===== src/rtl/i2cs_pkg.sv =====
package i2cs_pkg;

  typedef enum logic [2:0] {
    M_IDLE,
    M_ADDR,
    M_CMD,
    M_WDATA,
    M_RDATA,
    M_SKIP
  } mode_t;

  function automatic logic [6:0] strap_to_addr(input logic [1:0] code);
    case (code)
      2'b00:   strap_to_addr = 7'b0101001;
      2'b10:   strap_to_addr = 7'b1001001;
      default: strap_to_addr = 7'b0111001;
    endcase
  endfunction

endpackage


===== src/rtl/i2cs_sync.sv =====
module i2cs_sync #(
  parameter int W      = 2,
  parameter int STAGES = 2
) (
  input  logic         clk,
  input  logic         rst,
  input  logic [W-1:0] d,
  output logic [W-1:0] q
);
  logic [W-1:0] stg [STAGES];

  always_ff @(posedge clk) begin
    if (rst) begin
      for (int s = 0; s < STAGES; s++) stg[s] <= '1;
    end else begin
      stg[0] <= d;
      for (int s = 1; s < STAGES; s++) stg[s] <= stg[s-1];
    end
  end

  assign q = stg[STAGES-1];
endmodule


===== src/rtl/i2cs_line_events.sv =====
module i2cs_line_events (
  input  logic clk,
  input  logic rst,
  input  logic scl_s,
  input  logic sda_s,
  output logic scl_lvl,
  output logic sda_lvl,
  output logic start_evt,
  output logic stop_evt,
  output logic scl_rise,
  output logic scl_fall
);
  logic scl_q, sda_q;

  always_ff @(posedge clk) begin
    if (rst) begin
      scl_q <= 1'b1;
      sda_q <= 1'b1;
    end else begin
      scl_q <= scl_s;
      sda_q <= sda_s;
    end
  end

  assign scl_lvl   = scl_s;
  assign sda_lvl   = sda_s;
  assign start_evt = scl_s & scl_q & sda_q & ~sda_s;
  assign stop_evt  = scl_s & scl_q & ~sda_q & sda_s;
  assign scl_rise  = scl_s & ~scl_q;
  assign scl_fall  = ~scl_s & scl_q;
endmodule


===== src/rtl/i2cs_xfer_fsm.sv =====
module i2cs_xfer_fsm
  import i2cs_pkg::*;
#(
  parameter int PTR_W = 4
) (
  input  logic             clk,
  input  logic             rst,
  input  logic             scl_lvl,
  input  logic             sda_lvl,
  input  logic             start_evt,
  input  logic             stop_evt,
  input  logic             scl_rise,
  input  logic             scl_fall,
  input  logic [6:0]       own_addr,
  input  logic [7:0]       rd_data,
  output logic             sda_oe,
  output logic             reg_wr_en,
  output logic [PTR_W-1:0] reg_wr_addr,
  output logic [7:0]       reg_wr_data,
  output logic             rd_req,
  output logic [PTR_W-1:0] rd_addr
);
  localparam logic [3:0] ACK_SLOT = 4'd8;
  localparam logic [3:0] LAST_BIT = 4'd7;

  mode_t            mode, next_mode;
  logic [3:0]       bit_cnt;
  logic [6:0]       rx_sh;
  logic [7:0]       tx_sh;
  logic             ack_q;
  logic [PTR_W-1:0] ptr;
  logic [7:0]       rx_byte;

  assign rx_byte = {rx_sh, sda_lvl};

  always_ff @(posedge clk) begin
    if (rst) begin
      mode        <= M_IDLE;
      next_mode   <= M_IDLE;
      bit_cnt     <= '0;
      rx_sh       <= '0;
      tx_sh       <= '0;
      ack_q       <= 1'b0;
      ptr         <= '0;
      sda_oe      <= 1'b0;
      reg_wr_en   <= 1'b0;
      reg_wr_addr <= '0;
      reg_wr_data <= '0;
      rd_req      <= 1'b0;
      rd_addr     <= '0;
    end else begin
      reg_wr_en <= 1'b0;
      rd_req    <= 1'b0;
      if (rd_req) tx_sh <= rd_data;

      if (start_evt) begin
        mode    <= M_ADDR;
        bit_cnt <= '0;
        ack_q   <= 1'b0;
        sda_oe  <= 1'b0;
      end else if (stop_evt) begin
        mode    <= M_IDLE;
        bit_cnt <= '0;
        ack_q   <= 1'b0;
        sda_oe  <= 1'b0;
      end else if (mode != M_IDLE && mode != M_SKIP) begin
        if (scl_rise) begin
          if (bit_cnt != ACK_SLOT) begin
            rx_sh   <= rx_byte[6:0];
            bit_cnt <= bit_cnt + 4'd1;
            if (bit_cnt == LAST_BIT) begin
              case (mode)
                M_ADDR: begin
                  if (rx_byte[7:1] == own_addr) begin
                    ack_q <= 1'b1;
                    if (rx_byte[0]) begin
                      next_mode <= M_RDATA;
                      rd_req    <= 1'b1;
                      rd_addr   <= ptr;
                      ptr       <= ptr + 1'b1;
                    end else begin
                      next_mode <= M_CMD;
                    end
                  end else begin
                    ack_q     <= 1'b0;
                    next_mode <= M_SKIP;
                  end
                end
                M_CMD: begin
                  ptr       <= rx_byte[PTR_W-1:0];
                  ack_q     <= 1'b1;
                  next_mode <= M_WDATA;
                end
                M_WDATA: begin
                  reg_wr_en   <= 1'b1;
                  reg_wr_addr <= ptr;
                  reg_wr_data <= rx_byte;
                  ptr         <= ptr + 1'b1;
                  ack_q       <= 1'b1;
                  next_mode   <= M_WDATA;
                end
                default: begin
                  ack_q     <= 1'b0;
                  next_mode <= M_RDATA;
                end
              endcase
            end
          end else begin
            bit_cnt <= '0;
            if (mode == M_RDATA) begin
              if (!sda_lvl) begin
                rd_req  <= 1'b1;
                rd_addr <= ptr;
                ptr     <= ptr + 1'b1;
              end else begin
                mode <= M_SKIP;
              end
            end else begin
              mode <= next_mode;
            end
          end
        end else if (scl_fall) begin
          if (bit_cnt == ACK_SLOT) begin
            sda_oe <= ack_q;
          end else if (mode == M_RDATA) begin
            sda_oe <= ~tx_sh[7];
            tx_sh  <= {tx_sh[6:0], 1'b0};
          end else begin
            sda_oe <= 1'b0;
          end
        end
      end else if (scl_fall) begin
        sda_oe <= 1'b0;
      end
    end
  end

  AST_PULL_WHILE_LOW: assert property (@(posedge clk) disable iff (rst)
    $rose(sda_oe) |-> !$past(scl_lvl));
  AST_WR_PULSE: assert property (@(posedge clk) disable iff (rst)
    reg_wr_en |=> !reg_wr_en);
  AST_RD_PULSE: assert property (@(posedge clk) disable iff (rst)
    rd_req |=> !rd_req);
  AST_STOP_RELEASE: assert property (@(posedge clk) disable iff (rst)
    (stop_evt || start_evt) |=> !sda_oe);
  AST_SKIP_SILENT: assert property (@(posedge clk) disable iff (rst)
    (mode == M_SKIP) |-> (!reg_wr_en && !rd_req && !$rose(sda_oe)));
endmodule


===== src/rtl/i2c_sensor_slave.sv =====
module i2c_sensor_slave
  import i2cs_pkg::*;
#(
  parameter int PTR_W       = 4,
  parameter int SYNC_STAGES = 2
) (
  input  logic             clk,
  input  logic             rst,
  input  logic             scl_in,
  input  logic             sda_in,
  output logic             sda_oe,
  input  logic [1:0]       strap_code,
  input  logic             irq_src,
  output logic             int_oe,
  output logic             reg_wr_en,
  output logic [PTR_W-1:0] reg_wr_addr,
  output logic [7:0]       reg_wr_data,
  output logic             rd_req,
  output logic [PTR_W-1:0] rd_addr,
  input  logic [7:0]       rd_data
);
  logic [1:0] line_s;
  logic       scl_lvl, sda_lvl, start_evt, stop_evt, scl_rise, scl_fall;
  logic [6:0] own_addr;

  i2cs_sync #(.W(2), .STAGES(SYNC_STAGES)) u_sync (
    .clk(clk), .rst(rst), .d({scl_in, sda_in}), .q(line_s)
  );

  i2cs_line_events u_ev (
    .clk(clk), .rst(rst), .scl_s(line_s[1]), .sda_s(line_s[0]),
    .scl_lvl(scl_lvl), .sda_lvl(sda_lvl), .start_evt(start_evt),
    .stop_evt(stop_evt), .scl_rise(scl_rise), .scl_fall(scl_fall)
  );

  always_ff @(posedge clk) begin
    if (rst) begin
      own_addr <= strap_to_addr(2'b01);
      int_oe   <= 1'b0;
    end else begin
      own_addr <= strap_to_addr(strap_code);
      int_oe   <= irq_src;
    end
  end

  i2cs_xfer_fsm #(.PTR_W(PTR_W)) u_fsm (
    .clk(clk), .rst(rst), .scl_lvl(scl_lvl), .sda_lvl(sda_lvl),
    .start_evt(start_evt), .stop_evt(stop_evt), .scl_rise(scl_rise),
    .scl_fall(scl_fall), .own_addr(own_addr), .rd_data(rd_data),
    .sda_oe(sda_oe), .reg_wr_en(reg_wr_en), .reg_wr_addr(reg_wr_addr),
    .reg_wr_data(reg_wr_data), .rd_req(rd_req), .rd_addr(rd_addr)
  );

  AST_INT_FOLLOW: assert property (@(posedge clk) disable iff (rst)
    !$past(rst) |-> (int_oe == $past(irq_src)));
endmodule


===== config.mk =====
export PLATFORM = sky130hd
export DESIGN_NAME = i2c_sensor_slave
export DESIGN_NICKNAME = d
export VERILOG_FILES = /design/src/rtl/i2cs_pkg.sv /design/src/rtl/i2cs_sync.sv /design/src/rtl/i2cs_line_events.sv /design/src/rtl/i2cs_xfer_fsm.sv /design/src/rtl/i2c_sensor_slave.sv
export SDC_FILE = /design/constraint.sdc
export NUM_CORES = 1
export LEC_CHECK = 0
export ABC_AREA = 0
export BUFFER_PORTS_ARGS = -buffer_cell sky130_fd_sc_hd__buf_2
export CAP_MARGIN = 20
export CORE_MARGIN = 1
export CORE_UTILIZATION = 30
export CTS_CLUSTER_DIAMETER = 200
export CTS_CLUSTER_SIZE = 28
export DETAILED_ROUTE_END_ITERATION = 6
export RECOVER_POWER = 100
export SLEW_MARGIN = 30
export SYNTH_ARGS = -nofsm -noshare
export SYNTH_HDL_FRONTEND = slang
export SYNTH_HIERARCHICAL = 1
export SYNTH_SLANG_ARGS = --single-unit

===== constraint.sdc =====
create_clock -name clk -period 2.9 [get_ports clk]
set_clock_uncertainty 0.05 [all_clocks]
set_input_delay 0.435 -clock clk [delete_from_list [all_inputs] [get_ports clk]]
set_output_delay 0.435 -clock clk [all_outputs]
set_load 0.05 [all_outputs]

==> flow_metrics.tcl, run 1 <==
set metrics [dict create \
    firstDrtPassIters 6 \
    relSlewSlack_pct 26.9 \
    mostFrequentLayoutCells "dfxtp_1 (59), nor2_1 (41), mux2i_1 (32), clkbuf_1 (23), nand2_1 (16)" \
    wl_per_cell_um 13.7 \
    crit_buf_inv 2 \
    max-vdd-ir-drop_v 0.000167 \
    hold_viol 0 \
    grtUsageTotal_pct 13.3 \
    r2r_start "u_fsm/bit_cnt[0]" \
    hold_class "input port to flip-flop" \
    status "completed" \
    dp_hpwl_um 4230 \
    fmax_mhz 393 \
    worstPathRequired_ns 3.07 \
    setup_slack_ns 0.355 \
    min_period_over_period_pct 87.8 \
    path_clk_slew_ns 0.06 \
    setup.worst_path.start "u_fsm/bit_cnt[0]" \
    syn_inst 294 \
    fin_nets 346 \
    cp_top_family "compound AO/OA/AOI/OAI gates" \
    io_buffers 34 \
    crit_arrival_ns 2.72 \
    drv_slew 0 \
    syn2layout_area_growth_pct 13.2 \
    grt_max_degree 28 \
    grt_setup_unrepaired "no" \
    ctsResizeCount 0 \
    pre_cts_ws_ns 0.560 \
    ant_nets 0 \
    min_from "scl_in" \
    path_cells "inv_1 -> ha_1 -> nand3b_4 -> inv_2 -> ha_1 -> a21oi_1 -> o2111ai_1 -> a21oi_1 -> mux2_2" \
    syn_area_per_cell_um2 9.44 \
    crit_type "flip-flop to flip-flop" \
    endpoint_kind "flip-flop" \
    die-area_um2 9640 \
    placementRows 34 \
    hold_end "u_sync/stg[0][1]" \
    hold_depth 2 \
    drive_gt1_share_pct 11.9 \
    fin_area_um2 3140 \
    antenna_found_initial 0 \
    worst_skew_pair.late_latency_ns 0.33 \
    cts-root-buf "clkbuf_8" \
    place_area_um2 3010 \
    antennaDiodeCount 0 \
    core_um2 8850 \
    power.leakage_nw 1.19 \
    die_w_um 98.2 \
    cts_sinks 59 \
    cts_tree "yes" \
    syn_area_um2 2780 \
    crit_slowest_cell "a21oi_1" \
    drc_errors 0 \
    cap_violations 0 \
    r2r_end "u_fsm/ptr[2]" \
    h-tree-depth 3 \
    power_density_nw_per_um2 504 \
    setup_violations 0 \
    grt_pass1_vias 2101 \
    dieHeight_um 98.2 \
    wirelength_um 6000 \
    ys_warn_count 6 \
    nFillCells 950 \
    cts_buffers 9 \
    grt_pass1_wl_um 10100 \
    r2r_cells 9 \
    layout_commonest_cell "dfxtp_1" \
    hold_ws_ns 0.235 \
    cpPeakStageDelay_ns 0.40 \
    vias_per_cell 4.95 \
    grt-ovfl-total 0 \
    vias 2164 \
    worst_pin_slew_ns 1.10 \
    fin_setup_tns_ns 0 \
    final_cells 437 \
    initial_core_util_pct 31.4 \
    routabilityCongestion 0.853 \
    io_pins 35 \
    reg2reg_slack_ns 0.35 \
    start_kind "flip-flop" \
    min_period_ns 2.55 \
    crit_path_max_fanout 10 \
    cts_buffer_depth 2 \
    holdBufCountCts 0 \
    dp_cells 423 \
    drt_iter0_drc 145 \
    post_cts_buffers 0 \
]
worst max-delay path by stage:
stage	endpoint	slack [ns]	cells past startpoint
2_1_floorplan	u_fsm/ptr[1]	0.84	9
3_3_place_gp	u_fsm/ptr[2]	0.62	9
3_5_place_dp	u_fsm/ptr[2]	0.56	9
4_1_cts	u_fsm/ptr[2]	0.54	9
5_1_grt	u_fsm/ptr[1]	0.17	9
6_report	u_fsm/ptr[2]	0.35	9
layout make-up:
class                   instances  area [µm²]  area share [%]
flip-flops and latches         59        1180            37.6
clock buffers                  11         141            4.50
well taps                     108         135            4.30
repair buffers                 36         153            4.86
inverters                       6        22.5           0.717
clock inverters                 3        40.0            1.27
multi-input cells             214        1470            46.7
per-layer routing:
metal	track usage, %	part of all wire (%)	up-vias
met2	20.2	46	43
met5	0	0	-
met1	17.0	49	1010
met4	6.20	1.3	0
li1	-	-	1104
met3	4.58	4.2	7
metrics by stage:
step	power (W)	utilization [%]
2_1_floorplan	0.000877	-
3_3_place_gp	0.000896	34.0
3_5_place_dp	0.000897	34.0
4_1_cts	0.00161	36.1
5_1_grt	0.00164	35.5
6_report	0.00158	35.5
power by group:
group	internal [W]	switching, W
Combinational	0.0000184	0.0000345
Sequential	0.000817	0.00000635
Clock	0.000408	0.000298
flip-flops by register name (all words and copies together), names as in the netlist:
register and count:
u_ev/sda_q 1, u_ev/scl_q 1, u_fsm/rd_addr 4, u_fsm/tx_sh 8, u_fsm/ptr 4, u_sync/stg 4, own_addr 3, u_fsm/next_mode 3
u_fsm/reg_wr_addr 4, u_fsm/sda_oe 1, u_fsm/reg_wr_en 1, u_fsm/rd_req 1, u_fsm/ack_q 1, int_oe 1, u_fsm/bit_cnt 4, u_fsm/reg_wr_data 8
u_fsm/mode 3, u_fsm/rx_sh 7
Note: power is estimated with default switching activity, not from simulation.
==> inputs of run 2 (changes only) <==
--- a/config.mk
+++ b/config.mk
@@ -8,6 +8,7 @@
 export ABC_AREA = 0
 export BUFFER_PORTS_ARGS = -buffer_cell sky130_fd_sc_hd__buf_2
 export CAP_MARGIN = 20
+export CORE_ASPECT_RATIO = 0.6
 export CORE_MARGIN = 1
 export CORE_UTILIZATION = 30
 export CTS_CLUSTER_DIAMETER = 200
==> run 2 against run 1 <==
  * Die area increased by 0.13%
  * Cell count increased by 1.4%
  * Largest power group is now clock
  * Critical endpoint unchanged
  * Utilization increased by 2.0 points
  * Register-to-register slack improved by 0.10 ns
  * Highest routed layer unchanged
==> flow_metrics.tcl, run 2 (same netlist as run 1, synthesis figures left out) <==
set metrics [dict create \
    fin_setup_tns_ns 0 \
    grtUsageTotal_pct 13.7 \
    pre_cts_ws_ns 0.680 \
    antenna_found_initial 0 \
    setup.worst_path.start "u_fsm/bit_cnt[0]" \
    crit_end "u_fsm/ptr[2]" \
    r2r_start "u_fsm/bit_cnt[0]" \
    drv_slew 0 \
    power_density_nw_per_um2 590 \
    worst_skew_pair.late_latency_ns 0.32 \
    grt_pass1_wl_um 10200 \
    cts_tree "yes" \
    die_w_um 126 \
    antennaDiodeCount 0 \
    routabilityCongestion 0.879 \
    worstPathRequired_ns 3.06 \
    ctsResizeCount 0 \
    crit_buf_inv 2 \
    fin_nets 348 \
    largestRegisters "u_fsm/reg_wr_data x8, u_fsm/tx_sh x8, u_fsm/rx_sh x7" \
    io_pins 35 \
    post_cts_buffers 0 \
    worst_pin_slew_ns 1.15 \
    cts-root-buf "clkbuf_16" \
    comb_power_share_pct 2.9 \
    path_clk_slew_ns 0.05 \
    cpPeakStageDelay_ns 0.38 \
    syn2layout_area_growth_pct 18.3 \
    drive_gt1_share_pct 12.4 \
    grt-ovfl-total 0 \
    status "completed" \
    vias 2164 \
    wirelength_um 6100 \
    drc_errors 0 \
    mostFrequentLayoutCells "dfxtp_1 (59), nor2_1 (40), mux2i_1 (32), clkbuf_1 (23), nand2_1 (16)" \
    cap_violations 0 \
    critical_path_depth 9 \
    setup_slack_ns 0.459 \
    seqPwrFrac_pct 42.6 \
    ant_nets 0 \
    clockPowerShare_pct 54.5 \
    layout_commonest_cell "dfxtp_1" \
    io_buffers 34 \
    core_um2 8750 \
    crit_slowest_cell "dfxtp_1" \
    min_period_ns 2.44 \
    cts_buffers 9 \
    fmax_mhz 410 \
    swShare_pct 19.4 \
    internal_power_w 0.00156 \
    hold_class "input port to flip-flop" \
    cts_sinks 59 \
    r2r_end "u_fsm/ptr[2]" \
    wl_per_cell_um 13.8 \
    holdBufCountCts 0 \
    dp_hpwl_um 4410 \
    grt_setup_unrepaired "no" \
    dieHeight_um 76.5 \
    min_period_over_period_pct 84.2 \
    postLayoutCoreUtil_pct 37.5 \
    nFillCells 889 \
    crit_path_max_fanout 10 \
    grt_pass1_vias 1975 \
    die-area_um2 9650 \
    max-vdd-ir-drop_v 0.000276 \
    hold_viol 0 \
    cp_top_family "compound AO/OA/AOI/OAI gates" \
    endpoint_kind "flip-flop" \
    path_cells "inv_1 -> ha_1 -> nand3b_4 -> inv_1 -> ha_1 -> a21oi_1 -> o2111ai_1 -> a21oi_1 -> mux2_2" \
    placementRows 26 \
    firstDrtPassIters 4 \
    initial_core_util_pct 31.7 \
    vias_per_cell 4.88 \
    r2r_cells 9 \
    switchingPower_w 0.000375 \
    crit_arrival_ns 2.60 \
    power.leakage_nw 1.25 \
    p_total_w 0.00194 \
    h-tree-depth 3 \
    reg2reg_slack_ns 0.46 \
    start_kind "flip-flop" \
    crit_type "flip-flop to flip-flop" \
    relSlewSlack_pct 23.3 \
    setup_violations 0 \
    cts_buffer_depth 2 \
    drt_iter0_drc 184 \
    grt_max_degree 30 \
]
==> run 2: cell types whose count changed in the layout (fill, tap and decap cells not counted) <==
cell / previous run / this run
o21ai_2: 0 / 1
inv_1: 5 / 6
o21ai_1: 1 / 0
clkinv_2: 2 / 1
inv_2: 1 / 0
nor2_2: 0 / 1
o21a_2: 1 / 0
nor2_1: 41 / 40
clkbuf_16: 0 / 9
o21a_1: 2 / 3
clkbuf_8: 10 / 3
buf_4: 0 / 1
==> run 2: how the worst min path moves through the flow <==
stage	slack, ns	end	from	cells past startpoint
global placement	0.34	u_sync/stg[0][2]	u_sync/stg[0][0]	1
floorplan	0.33	u_sync/stg[0][3]	u_sync/stg[0][1]	1
CTS	0.23	own_addr[6]	strap_code[0]	2
detailed placement	0.34	u_sync/stg[0][3]	u_sync/stg[0][1]	1
finish	0.24	u_sync/stg[0][0]	sda_in	2
global route	0.25	u_sync/stg[0][0]	sda_in	2
==> run 2: routing by layer <==
layer  vias to the layer above  routed length [µm]  global-route usage [%]  part of all wire [%]
met5                         -                   0                       0                     0
met4                         0                  29                    4.94                  0.48
met3                         4                 415                    5.83                   6.8
met2                        57                2190                    16.4                    36
met1                       991                3470                    20.8                    57
li1                       1112                   -                       -                     -
==> run 2: worst reg2reg max path, cell delays in order (launching register included) <==
cell and delay (ns):
dfxtp_1 0.38, inv_1 0.06, ha_1 0.22, nand3b_4 0.17
inv_1 0.20, ha_1 0.23, a21oi_1 0.11, o2111ai_1 0.20
a21oi_1 0.33, mux2_2 0.37
==> run 2: power groups by stage <==
stage | clock, W | combinational [W] | sequential (W)
final | 0.00105 | 0.0000566 | 0.000824
after global routing | 0.00112 | 0.0000632 | 0.000824
after CTS | 0.00109 | 0.0000580 | 0.000824
after detailed placement | 0 | 0.0000577 | 0.000840
after global placement | 0 | 0.0000575 | 0.000840
after floorplan | 0 | 0.0000358 | 0.000841
==> run 2: stage by stage <==
step           area, µm²  instances  hold slack [ns]
2_1_floorplan       2780        296            0.333
3_5_place_dp        3030        429            0.340
3_3_place_gp        3030        429            0.337
5_1_grt             3280        443            0.246
6_report            3280        443            0.245
4_1_cts             3330        443            0.231
==> run 2: layout make-up <==
class / instances / area [µm²] / area share (%)
tap: 112 / 140 / 4.27
clock inverter: 2 / 35.0 / 1.07
inverter: 6 / 22.5 / 0.686
sequential: 59 / 1180 / 36.0
timing repair buffer: 38 / 164 / 4.99
multi-input combinational: 214 / 1470 / 44.9
clock buffer: 12 / 267 / 8.12
